--- src/rtl/divstep_pkg.sv ---
package divstep_pkg;
   typedef struct packed {
      logic n;
      logic z;
      logic v;
      logic c;
   } cc_t;
endpackage

--- src/rtl/divstep_adder.sv ---
module divstep_adder #(
   parameter int WIDTH = 32,
   parameter bit SPLIT = 1'b0
) (
   input  logic [WIDTH-1:0] a_i,
   input  logic [WIDTH-1:0] b_i,
   output logic [WIDTH-1:0] sum_o,
   output logic             co_o
);
   localparam int LO_W = WIDTH / 2;
   localparam int HI_W = WIDTH - LO_W;

   generate
      if (SPLIT) begin : g_split
         logic [LO_W:0] lo;
         logic [HI_W:0] hi;
         always_comb begin
            lo = {1'b0, a_i[LO_W-1:0]} + {1'b0, b_i[LO_W-1:0]};
            hi = {1'b0, a_i[WIDTH-1:LO_W]} + {1'b0, b_i[WIDTH-1:LO_W]}
                 + {{HI_W{1'b0}}, lo[LO_W]};
            sum_o = {hi[HI_W-1:0], lo[LO_W-1:0]};
            co_o  = hi[HI_W];
         end
      end else begin : g_flat
         logic [WIDTH:0] full;
         always_comb begin
            full  = {1'b0, a_i} + {1'b0, b_i};
            sum_o = full[WIDTH-1:0];
            co_o  = full[WIDTH];
         end
      end
   endgenerate
endmodule

--- src/rtl/divstep_flags.sv ---
module divstep_flags
   import divstep_pkg::*;
#(
   parameter int WIDTH = 32
) (
   input  logic [WIDTH-1:0] sum_i,
   input  logic             c0_i,
   input  logic             sign_i,
   input  logic             y_top_i,
   output cc_t              cc_o,
   output logic             newsign_o
);
   logic sum_zero;
   logic ns;

   always_comb begin
      sum_zero  = (sum_i == '0);
      ns        = (sign_i & ~y_top_i) | (~c0_i & (sign_i | ~y_top_i));
      newsign_o = ns;
      cc_o.n    = sum_i[WIDTH-1];
      cc_o.z    = sum_zero & (sign_i == y_top_i);
      cc_o.v    = ns ^ sum_i[WIDTH-1];
      cc_o.c    = ~ns;
   end
endmodule

--- src/rtl/divstep_unit.sv ---
module divstep_unit
   import divstep_pkg::*;
#(
   parameter int WIDTH       = 32,
   parameter bit SPLIT_ADDER = 1'b1
) (
   input  logic             clk,
   input  logic             rst,
   input  logic             step_i,
   input  logic             lite_i,
   input  logic [WIDTH-1:0] rs1_i,
   input  logic [WIDTH-1:0] divisor_i,
   input  logic             rd_nz_i,
   input  logic             wr_i,
   input  logic [WIDTH-1:0] wr_y_i,
   input  logic [3:0]       wr_flags_i,
   output logic [WIDTH-1:0] y_o,
   output logic [3:0]       flags_o,
   output logic             rd_we_o,
   output logic [WIDTH-1:0] rd_data_o,
   output logic             trap_o
);
   localparam int TOP = WIDTH - 1;

   generate
      if (WIDTH < 4) begin : g_bad_width
         $error("divstep_unit: WIDTH must be at least 4");
      end
   endgenerate

   logic [WIDTH-1:0] y_q;
   cc_t              cc_q;
   logic             sign;
   logic [WIDTH-1:0] remainder;
   logic [WIDTH-1:0] addend;
   logic [WIDTH-1:0] sum;
   logic             c0;
   cc_t              cc_new;
   logic             newsign;
   logic             fire;
   logic             bad_step;
   logic             fire_q;
   logic             idle_q;

   always_comb begin
      sign      = cc_q.n ^ cc_q.v;
      remainder = {y_q[TOP-1:0], rs1_i[TOP]};
      addend    = sign ? divisor_i : (~divisor_i + {{(WIDTH-1){1'b0}}, 1'b1});
      fire      = step_i & lite_i & ~wr_i;
      bad_step  = step_i & ~lite_i & ~wr_i;
   end

   divstep_adder #(.WIDTH(WIDTH), .SPLIT(SPLIT_ADDER)) i_adder (
      .a_i   (remainder),
      .b_i   (addend),
      .sum_o (sum),
      .co_o  (c0)
   );

   divstep_flags #(.WIDTH(WIDTH)) i_flags (
      .sum_i     (sum),
      .c0_i      (c0),
      .sign_i    (sign),
      .y_top_i   (y_q[TOP]),
      .cc_o      (cc_new),
      .newsign_o (newsign)
   );

   always_ff @(posedge clk) begin
      if (rst) begin
         y_q       <= '0;
         cc_q      <= '0;
         rd_we_o   <= 1'b0;
         rd_data_o <= '0;
         trap_o    <= 1'b0;
         fire_q    <= 1'b0;
         idle_q    <= 1'b0;
      end else begin
         rd_we_o <= 1'b0;
         trap_o  <= 1'b0;
         fire_q  <= fire;
         idle_q  <= ~step_i & ~wr_i;
         if (wr_i) begin
            y_q  <= wr_y_i;
            cc_q <= cc_t'(wr_flags_i);
         end else if (fire) begin
            y_q       <= sum;
            cc_q      <= cc_new;
            rd_we_o   <= rd_nz_i;
            rd_data_o <= {rs1_i[TOP-1:0], ~newsign};
         end else if (bad_step) begin
            trap_o <= 1'b1;
         end
      end
   end

   assign y_o     = y_q;
   assign flags_o = cc_q;

   AST_TRAP_KEEPS_Y: assert property (@(posedge clk) disable iff (rst)
      trap_o |-> (y_o == $past(y_o) && flags_o == $past(flags_o)));
   AST_TRAP_NO_WRITE: assert property (@(posedge clk) disable iff (rst)
      trap_o |-> !rd_we_o);
   AST_V_FROM_C_N: assert property (@(posedge clk) disable iff (rst)
      fire_q |-> (flags_o[1] == (~flags_o[0] ^ flags_o[3])));
   AST_Z_MEANS_POS: assert property (@(posedge clk) disable iff (rst)
      (fire_q && flags_o[2]) |-> !flags_o[3]);
   AST_QBIT_IS_C: assert property (@(posedge clk) disable iff (rst)
      rd_we_o |-> (rd_data_o[0] == flags_o[0]));
   AST_IDLE_HOLD: assert property (@(posedge clk) disable iff (rst)
      idle_q |-> (y_o == $past(y_o) && !rd_we_o && !trap_o));
endmodule

--- config.mk ---
export PLATFORM = sky130hd
export DESIGN_NAME = divstep_unit
export DESIGN_NICKNAME = d
export VERILOG_FILES = /design/src/rtl/divstep_pkg.sv /design/src/rtl/divstep_adder.sv /design/src/rtl/divstep_flags.sv /design/src/rtl/divstep_unit.sv
export SDC_FILE = /design/constraint.sdc
export NUM_CORES = 1
export LEC_CHECK = 0
export BUFFER_PORTS_ARGS = -buffer_cell sky130_fd_sc_hd__buf_2
export CORE_ASPECT_RATIO = 1.2
export CORE_UTILIZATION = 40
export CTS_BUF_LIST = sky130_fd_sc_hd__clkbuf_8
export CTS_CLUSTER_DIAMETER = 150
export DETAILED_ROUTE_END_ITERATION = 6
export PLACE_DENSITY = 0.72
export SYNTH_ARGS = -nofsm -noshare
export SYNTH_HDL_FRONTEND = slang
export SYNTH_SLANG_ARGS = --single-unit
--- constraint.sdc ---
create_clock -name clk -period 9.15 [get_ports clk]
set_input_delay 0.4575 -clock clk [delete_from_list [all_inputs] [get_ports clk]]
set_output_delay 0.4575 -clock clk [all_outputs]
set_load 0.01 [all_outputs]
==> results of run 1 <==
stage by stage:
step | utilization | setup WS, ps | instances | cell area [um^2] | power, mW
3_3_place_gp | 0.488 | 2620 | 1019 | 6210 | 0.954
5_1_grt | 0.504 | 1790 | 1035 | 6410 | 1.30
4_1_cts | 0.504 | 2530 | 1035 | 6410 | 1.22
2_1_floorplan | - | 3860 | 713 | 5230 | 0.781
6_report | 0.504 | 2490 | 1035 | 6410 | 1.22
3_5_place_dp | 0.488 | 2560 | 1019 | 6210 | 0.950
cells in the final DEF (no fill, tap or decap), drive strengths merged, types with 4 or more instances in the layout:
| cell type | count |
|---|---|
| clkbuf | 10 |
| nor4 | 6 |
| a21o | 8 |
| a211oi | 9 |
| ha | 34 |
| o211a | 5 |
| a311oi | 4 |
| nand3 | 4 |
| inv | 25 |
| nand2b | 11 |
| mux2i | 4 |
| nand2 | 126 |
| o21ai | 29 |
| nand4 | 6 |
| o21bai | 4 |
| buf | 179 |
| o211ai | 5 |
| xor2 | 27 |
| nand4b | 4 |
| dfxtp | 70 |
| a221oi | 6 |
| and2 | 4 |
| and3 | 10 |
| or3 | 4 |
| a21oi | 107 |
| clkinv | 5 |
| a31oi | 9 |
| or4 | 5 |
| xnor2 | 22 |
| nor2 | 67 |
| nor3 | 13 |
| nor3b | 4 |
power by group through the flow:
stage / Sequential [mW] / Combinational, mW / Clock, mW
after floorplan: 0.353 / 0.427 / 0
after global placement: 0.347 / 0.606 / 0
after detailed placement: 0.348 / 0.602 / 0
after CTS: 0.341 / 0.606 / 0.274
after global routing: 0.344 / 0.674 / 0.283
final: 0.341 / 0.612 / 0.266
kinds of logic after synthesis:
kind of cell,count (synthesis),synth area share
compound gates,212,0.250
xor+xnor,49,0.0821
fa+ha+maj,37,0.0928
buf+inv,64,0.0467
flops,70,0.268
mux,4,0.00766
simple gates,277,0.252
cell type report:
type	instances	area [um^2]	share of cell area
inverter	27	101	0.0158
multi-input combinational	579	3590	0.561
sequential	70	1400	0.219
clock inverter	6	62.6	0.00976
tap	164	205	0.0320
clock buffer	10	138	0.0215
timing repair buffer	179	906	0.141
critical path, cell delays in order, from the launching register on:
cell       delay, ps
dfxtp_1          350
xnor2_2          740
clkinv_1         860
a21oi_1          370
xor2_1           170
ha_1             300
and3_1           230
o2111a_1         150
a31oi_1          270
nand2_1          140
a21o_1           200
a21oi_1          130
o21bai_1          80
fa_1             400
fa_1             410
a21oi_1          230
o21ai_0          140
a2111oi_0        540
o21ai_0          190
a21oi_1          200
xor2_1           200
o21ai_0          100
o211a_1          130
state kept, by name, indices dropped and copies added, names as in the netlist:
signal / count
rd_data_o: 32
y_o: 32
flags_o: 4
rd_we_o: 1
trap_o: 1
worst paths after layout:
path	startpoint	to	depth (start not counted)
hold / removal	lite_i	trap_o	2
hold reg to reg	rd_data_o[17]	rd_data_o[17]	2
setup / recovery	flags_o[1]	y_o[30]	22
setup reg to reg	flags_o[1]	y_o[30]	22
per-layer routing:
metal / wire (um) / vias up
li1: - / 2850
met1: 7350 / 2552
met2: 7410 / 229
met3: 1480 / 28
met4: 427 / 0
met5: 0 / -
==> metrics, run 1 <==
status complete, no violations; Reg clk slew, reported paths roughly 90 ps; Post-CTS Repair Setup Buffers 0; Core Area 12,700 um^2; Post-synth top cells nand2_1, a21oi_1, dfxtp_1; global-route wire length before repair 26,300 um; worst skew pair latency roughly 360 ps; # hold bufs at CTS 0; post-synthesis async set-or-reset flop share 0; chip height about 130 um; max cap viols 0; final worst-path cycle share 0.728; Reg power frac 0.280; switching share of power 0.425; sequential-to-total area share from yosys stat 0.268; Pre-antenna DRT Iters 5; H-tree levels 3; Int Pwr 702 uW; Pleak between 2 and 3 nW; RSZ-0062 raised after global routing false; Final setup violation count 0; FP Rows 45; CP Launch Type flop; #FFs+latches synth 70; post-layout min period 6660 ps; clk sink count 70; Chip Width ~110 um; Setup TNS 0 ps; Fin Clk Skew ~9.3 ps; via count ~5,700; wire per inst 16.1 um; Initial Util 0.411; syn_area_per_cell 7.33 um^2; root buffer cell clkbuf_8; M3 GR Usage 0.0653; Num CTS Buffers 9; top cells by area, synth dfxtp_1, a21oi_1, nand2_1, ha_1, nor2_1; Area Growth Syn to Fin 22.5%; Mapped Cells 713; final wirelength between 15,000 and 20,000 um; Worst EP arrival 6910 ps; PostCTS Resize Cnt 0; clk buf depth 2; Synth cell types 68; largest fanout on the critical path 19; GRT busiest layer met2; diode count 0; grt met1 use 0.313; fmax between 150 and 200 MHz; synth warn 0; Ports 176; top-area cell type share of the netlist area 0.268; Final Hold Fails 0; synthesized area 5230 um^2; hpwl dp 12,500 um; most frequent cell after synthesis nand2_1; Worst Path Required 9400 ps; WHS 280 ps; Worst Setup End Kind flop; Post-synth top flop dfxtp_1; DRC 0; post-DR vias/cell ~5.5; synthesized net count 856; EDFF count, synth 0; total gr overflow 0; r2r setup slk 2490 ps; maximum vdd drop a little under 0.08 mV; total track usage 0.247; RePlAce Congestion 0.884; TritonCTS clock tree built; layout cell share with drive strength beyond 1 0.238; Slew Viols, Final 0; Worst Max-Slew Pin Slew between 1000 and 1500 ps; pwr/cell area 190 nW/um^2; DR iter-0 viols 345; min-delay worst type in2reg; combinational power share 0.502; die area ~14,000 um^2; initial antenna violation count 0; Worst slew margin 0.270; met2 Use GR 0.400; I/O Buffers 175; final net count 1,009; # fillers around 1,400; pin count of the biggest net entering global routing 63; Crit Path Class reg2reg; leading area contributor after synthesis dfxtp_1; Routed Antenna Nets 0; vias in the first global route about 5,300; Clock power frac 0.218; switching pwr 518 uW
Note: power is estimated with default switching activity, not from simulation.
==> run 2: changes to the inputs <==
PLACE_DENSITY = 0.74   (was 0.72)
clock period = 5.9 ns   (was 9.15 ns; I/O delays follow)
==> run 2 against run 1 <==
  * Sequential cell count unchanged
  * Clock-buffer cell count is 1 lower
  * Routed wire length grew 0.18%
  * Final area increased by 0.68%
  * Sequential power grew 55%
  * Combinational power is 56% higher
  * Worst hold slack lost 150 ps
  * Critical path depth grew 3
  * Via count rose by 0.65%
  * Clock power is 48% higher
  * Non-clock buffer count is 7 higher
  * First-iteration DRC count shrank 5.5%
  * Critical path type is now in2reg
==> metrics, run 2 (synthesis gave the netlist of run 1 again) <==
maximum vdd drop 0.147 mV (was 0.0771 mV); max cap viols 0 (unchanged); Worst R2R Start flags_o[1] (unchanged); TritonCTS clock tree built (unchanged); die area 13,500 um^2 (unchanged); Post-CTS Repair Setup Buffers 0 (unchanged); DR iter-0 viols 326 (was 345); Fin Clk Skew 12.6 ps (was 9.34 ps); PostCTS Resize Cnt 0 (unchanged); Routed Antenna Nets 0 (unchanged); Crit Path Class in2reg (was reg2reg); final wirelength 16,700 um (about the same); Chip Width 106 um (unchanged); Final Hold Fails 0 (unchanged); final net count 1,016 (was 1,009); clk buf depth 2 (unchanged); root buffer cell clkbuf_8 (unchanged); Int Pwr 1.08 mW (was 702 uW); Reg power frac 0.281 (was 0.280); hpwl dp 12,800 um (was 12,500 um); Reg clk slew, reported paths 90 ps (about the same); wire per inst 16.0 um (was 16.1 um); via count 5,696 (was 5,659); cells on worst reg2reg path 22 (unchanged); final worst-path cycle share 0.922; DRC 0 (unchanged); Worst EP arrival 5730 ps (was 6910 ps); r2r setup slk 550 ps (was 2490 ps); Cells on Worst Hold Path 2 (unchanged); # hold bufs at CTS 0 (unchanged); Core Area 12,700 um^2 (unchanged); post-layout min period 5440 ps; clk sink count 70 (unchanged); largest fanout on the critical path 8 (was 19); Worst Path Required 6190 ps (was 9400 ps); Final setup violation count 0 (unchanged); total gr overflow 0 (unchanged); Area Growth Syn to Fin 23.4% (was 22.5%); most frequent cells in the layout buf_2, nand2_1, a21oi_1, dfxtp_1, nor2_1 (unchanged); combinational power share 0.509 (was 0.502); H-tree levels 3 (unchanged); min-delay worst type in2reg (unchanged); post-DR vias/cell 5.47 (about the same); chip height 127 um (unchanged); worst skew pair latency 360 ps (about the same); Worst Max-Slew Pin Slew 1100 ps (was 1090 ps); Worst Setup End Kind flop (unchanged); Ports 176 (unchanged); Clock power frac 0.210 (was 0.218); RePlAce Congestion 0.955 (was 0.884); Slew Viols, Final 0 (unchanged); global-route wire length before repair 26,300 um (about the same); CP Launch Type input pin (was flop); layout cell share with drive strength beyond 1 0.245 (was 0.238); Pleak 3.01 nW (was 2.96 nW); Worst slew margin 0.264 (was 0.270); Max stage delay on crit path 420 ps (was 860 ps); status complete, no violations (unchanged); Hold Path Sink trap_o (unchanged); Pre-antenna DRT Iters 5 (unchanged); RSZ-0062 raised after global routing false (unchanged); Post-Route Utilization 0.507 (was 0.504); total track usage 0.248 (was 0.247); Slowest cell on crit path fa_1 (was clkinv_1); pin count of the biggest net entering global routing 63 (unchanged); switching pwr 795 uW (was 518 uW); fmax 184 MHz; diode count 0 (unchanged); Initial Util 0.411 (unchanged); initial antenna violation count 1 (was 0); r2r endpoint flags_o[2] (was y_o[30]); switching share of power 0.423 (was 0.425); Num CTS Buffers 9 (unchanged); Setup TNS 0 ps (unchanged); I/O Buffers 175 (unchanged); pwr/cell area 291 nW/um^2 (was 190 nW/um^2); vias in the first global route 5,243 (was 5,257); most common cell after layout, fill and taps aside buf_2 (unchanged); worst hold path startpoint lite_i (unchanged); FP Rows 45 (unchanged)
## run 2: cell count changes in the layout (fill, tap and decap cells not counted)
| cell | change |
|---|---|
| a2111oi_0 | -1 |
| a2111oi_1 | +1 |
| buf_4 | +7 |
| clkbuf_8 | -1 |
| clkinv_1 | -1 |
| clkinv_2 | +2 |
| clkinv_4 | +1 |
| clkinvlp_4 | -2 |
| inv_2 | +1 |
| o41ai_1 | -1 |
| o41ai_2 | +1 |
| xnor2_1 | +1 |
| xnor2_2 | -1 |
## run 2: cell type report
| cell class | count | area, um^2 |
|---|---|---|
| Fill cell | 1306 | 6270 |
| Multi-Input combinational cell | 579 | 3590 |
| Sequential cell | 70 | 1400 |
| Timing Repair Buffer | 186 | 958 |
| Tap cell | 164 | 205 |
| Clock buffer | 9 | 124 |
| Inverter | 27 | 101 |
| Clock inverter | 7 | 66.3 |
## run 2: layer usage
| metal | global-route usage | vias up | part of all wire |
|---|---|---|---|
| met5 | 0 | - | 0.00060 |
| met4 | 0.0956 | 2 | 0.026 |
| met3 | 0.0750 | 29 | 0.097 |
| met2 | 0.409 | 245 | 0.46 |
| met1 | 0.302 | 2569 | 0.42 |
| li1 | - | 2851 | - |
## run 2: power by group through the flow
stage	Clock [mW]	Combinational (mW)	Sequential, mW
after floorplan	0	0.662	0.548
after global placement	0	0.935	0.539
after detailed placement	0	0.938	0.540
after CTS	0.402	0.944	0.529
after global routing	0.425	1.06	0.533
final	0.394	0.957	0.529
## run 2: through the flow
stage	area (um^2)	hold slack, ps	std cells	power [mW]	setup slack, ps
6_report	6450	125	1042	1.88	463
5_1_grt	6450	115	1042	2.01	22.3
4_1_cts	6440	117	1042	1.87	397
3_5_place_dp	6250	444	1026	1.48	94.4
3_3_place_gp	6250	439	1026	1.47	253
2_1_floorplan	5230	374	713	1.21	748
## run 2: worst max-delay path, delay by kind of cell
kind / cells / cell delay [ps]
compound gates: 8 / 1710
xor+xnor: 2 / 370
fa+ha+maj: 4 / 1320
buf+inv: 2 / 180
simple gates: 9 / 1850
## run 2: worst max-delay path by stage
stage                  from    endpoint  slack [ps]  cells past startpoint
2_1_floorplan    flags_o[1]     y_o[30]         750                     23
3_3_place_gp   divisor_i[1]     y_o[30]         250                     25
4_1_cts          flags_o[1]     y_o[30]         400                     22
3_5_place_dp   divisor_i[1]  flags_o[2]          90                     25
6_report       divisor_i[1]  flags_o[2]         460                     25
5_1_grt        divisor_i[1]  flags_o[2]          20                     25
==> run 3: changes to the inputs <==
--- a/config.mk
+++ b/config.mk
@@ -12,5 +12,5 @@
 export CTS_CLUSTER_DIAMETER = 150
 export DETAILED_ROUTE_END_ITERATION = 6
-export PLACE_DENSITY = 0.74
+export PLACE_DENSITY = 0.8
 export SYNTH_ARGS = -nofsm -noshare
 export SYNTH_HDL_FRONTEND = slang
==> constraint.sdc (replaced) <==
create_clock -name clk -period 5.9 [get_ports clk]
set_input_delay 0.295 -clock clk [delete_from_list [all_inputs] [get_ports clk]]
set_output_delay 0.295 -clock clk [all_outputs]
set_load 0.05 [all_outputs]
==> run 3 against run 2 <==
  * Final area fell by 0.25%
  * Sequential cell count did not move
  * Total power rose by 3.5%
  * Critical path type is now reg2reg
  * Largest cell class unchanged
  * Largest power group unchanged
==> metrics, run 3 (synthesis gave the netlist of run 1 again) <==
worst slack at placement 154 ps (was 94.4 ps); fin worst setup slack 590 ps (was 463 ps); worst hold path startpoint lite_i (unchanged); post-DR vias/cell 5.53 (was 5.47); Post-CTS Repair Setup Buffers 0 (unchanged); Num CTS Buffers 9 (unchanged); Worst Setup End Kind flop (unchanged); Slowest cell on crit path fa_1 (unchanged); Ports 176 (unchanged); Max stage delay on crit path 420 ps (about the same); Setup TNS 0 ps (unchanged); FP Rows 45 (unchanged); clk sink count 70 (unchanged); Hold Path Sink trap_o (unchanged); pin count of the biggest net entering global routing 64 (was 63); r2r setup slk 590 ps (was 550 ps); Crit Path Class reg2reg (was in2reg); Worst slew margin 0.270 (was 0.264); post-layout min period 5310 ps (was 5440 ps); Core Area 12,700 um^2 (unchanged); Cells on Worst Hold Path 2 (unchanged); min-delay worst type in2reg (unchanged); I/O Buffers 175 (unchanged); clk buf depth 2 (unchanged); root buffer cell clkbuf_8 (unchanged); DR iter-0 viols 380 (was 326); layout cell share with drive strength beyond 1 0.245 (about the same); vias in the first global route 5,354 (was 5,243); Worst R2R Start flags_o[3] (was flags_o[1]); Top Layer Used met4 (was met5); Pleak 2.98 nW (was 3.01 nW); final wirelength 16,700 um (about the same); Routed Antenna Nets 0 (unchanged); Initial Util 0.411 (unchanged); pwr/cell area 302 nW/um^2 (was 291 nW/um^2); via count 5,763 (was 5,696); Tot Pwr 1.95 mW (was 1.88 mW); total gr overflow 0 (unchanged); fmax 188 MHz (was 184 MHz); WHS 116 ps (was 125 ps); Pre-antenna DRT Iters 5 (unchanged); Reg clk slew, reported paths 80 ps (was 90 ps); M1 WL 6900 um (was 6930 um); Slew Viols, Final 0 (unchanged); most frequent cells in the layout buf_2, nand2_1, a21oi_1, dfxtp_1, nor2_1 (unchanged); critical-path cell list xnor2_1 > buf_4 > o21ai_0 > xnor2_1 > ha_1 > and2_1 > o2111a_1 > a31oi_1 > nand2_1 > a21o_1 > a21oi_1 > o21bai_1 > fa_1 > fa_1 > a21oi_1 > o221ai_1 > xor2_1 > nor4_1 > nand4b_1 > nor4_1 > nand4_1 > o21ai_1; final std cells w/o fill 1,042 (unchanged); chip height 127 um (unchanged); global-route wire length before repair 26,300 um (about the same); die area 13,500 um^2 (unchanged); RSZ-0062 raised after global routing false (unchanged); Final setup violation count 0 (unchanged); max cap viols 0 (unchanged); Worst Max-Slew Pin Slew 1090 ps (was 1100 ps); initial antenna violation count 1 (unchanged); Worst Path Required 6200 ps (was 6190 ps); Chip Width 106 um (unchanged); CP Launch Type flop (was input pin); TritonCTS clock tree built (unchanged); cells on worst reg2reg path 22 (unchanged); PostCTS Resize Cnt 0 (unchanged); wire per inst 16.1 um (was 16.0 um); RePlAce Congestion 0.953 (was 0.955); total track usage 0.247 (was 0.248); status complete, no violations (unchanged); Worst EP arrival 5610 ps (was 5730 ps); WL met2 7610 um (was 7700 um); H-tree levels 3 (unchanged); Fin Clk Skew 9.98 ps (was 12.6 ps); r2r endpoint flags_o[2] (unchanged); most common cell after layout, fill and taps aside buf_2 (unchanged); # hold bufs at CTS 0 (unchanged); Area Growth Syn to Fin 23.1% (was 23.4%); hpwl dp 12,600 um (was 12,800 um); Final Hold Fails 0 (unchanged); maximum vdd drop 0.161 mV (was 0.147 mV); met3 WL 1600 um (was 1620 um); DRC 0 (unchanged); final net count 1,016 (unchanged); Cell Count Post-Placement 1,026 (unchanged); final worst-path cycle share 0.900 (was 0.922); largest fanout on the critical path 6 (was 8); worst skew pair latency 370 ps (was 360 ps)
[run 3: metal layers]
layer / global-route usage / vias up
li1: - / 2843
met5: 0 / -
met2: 0.408 / 274
met3: 0.0566 / 43
met4: 0.119 / 0
met1: 0.303 / 2603
[run 3: layout make-up]
type / count / area (um^2)
Fill cell: 1287 / 6290
Multi-Input combinational cell: 579 / 3590
Sequential cell: 70 / 1400
Timing Repair Buffer: 186 / 958
Tap cell: 164 / 205
Clock buffer: 10 / 138
Inverter: 27 / 101
Clock inverter: 5 / 36.3
Antenna cell: 1 / 2.50
[run 3: per-stage QoR]
step / area (um^2) / utilization
3_3_place_gp: 6250 / 0.491
4_1_cts: 6430 / 0.505
5_1_grt: 6430 / 0.506
3_5_place_dp: 6250 / 0.491
6_report: 6430 / 0.506
2_1_floorplan: 5230 / -
[run 3: worst max-delay path: cells and delay by family (launching register included)]
family	cells	cell delay, ps
fa+ha+maj	3	1160
compound gates	9	1590
buf+inv	1	210
flops	1	370
xor+xnor	3	680
simple gates	6	1220
[run 3: worst max path at each step]
stage / slack (ps) / end / cells past startpoint / from
after CTS: 460 / y_o[30] / 22 / flags_o[3]
after global routing: 50 / flags_o[2] / 22 / flags_o[3]
after global placement: 260 / y_o[30] / 25 / divisor_i[1]
final: 590 / flags_o[2] / 22 / flags_o[3]
after detailed placement: 150 / y_o[30] / 25 / divisor_i[1]
after floorplan: 510 / y_o[30] / 23 / flags_o[3]
[run 3: power breakdown]
| group | total [mW] | switching (mW) | internal, mW |
|---|---|---|---|
| clock | 0.369 | 0.207 | 0.162 |
| sequential | 0.529 | 0.0265 | 0.503 |
| combinational | 1.05 | 0.660 | 0.388 |
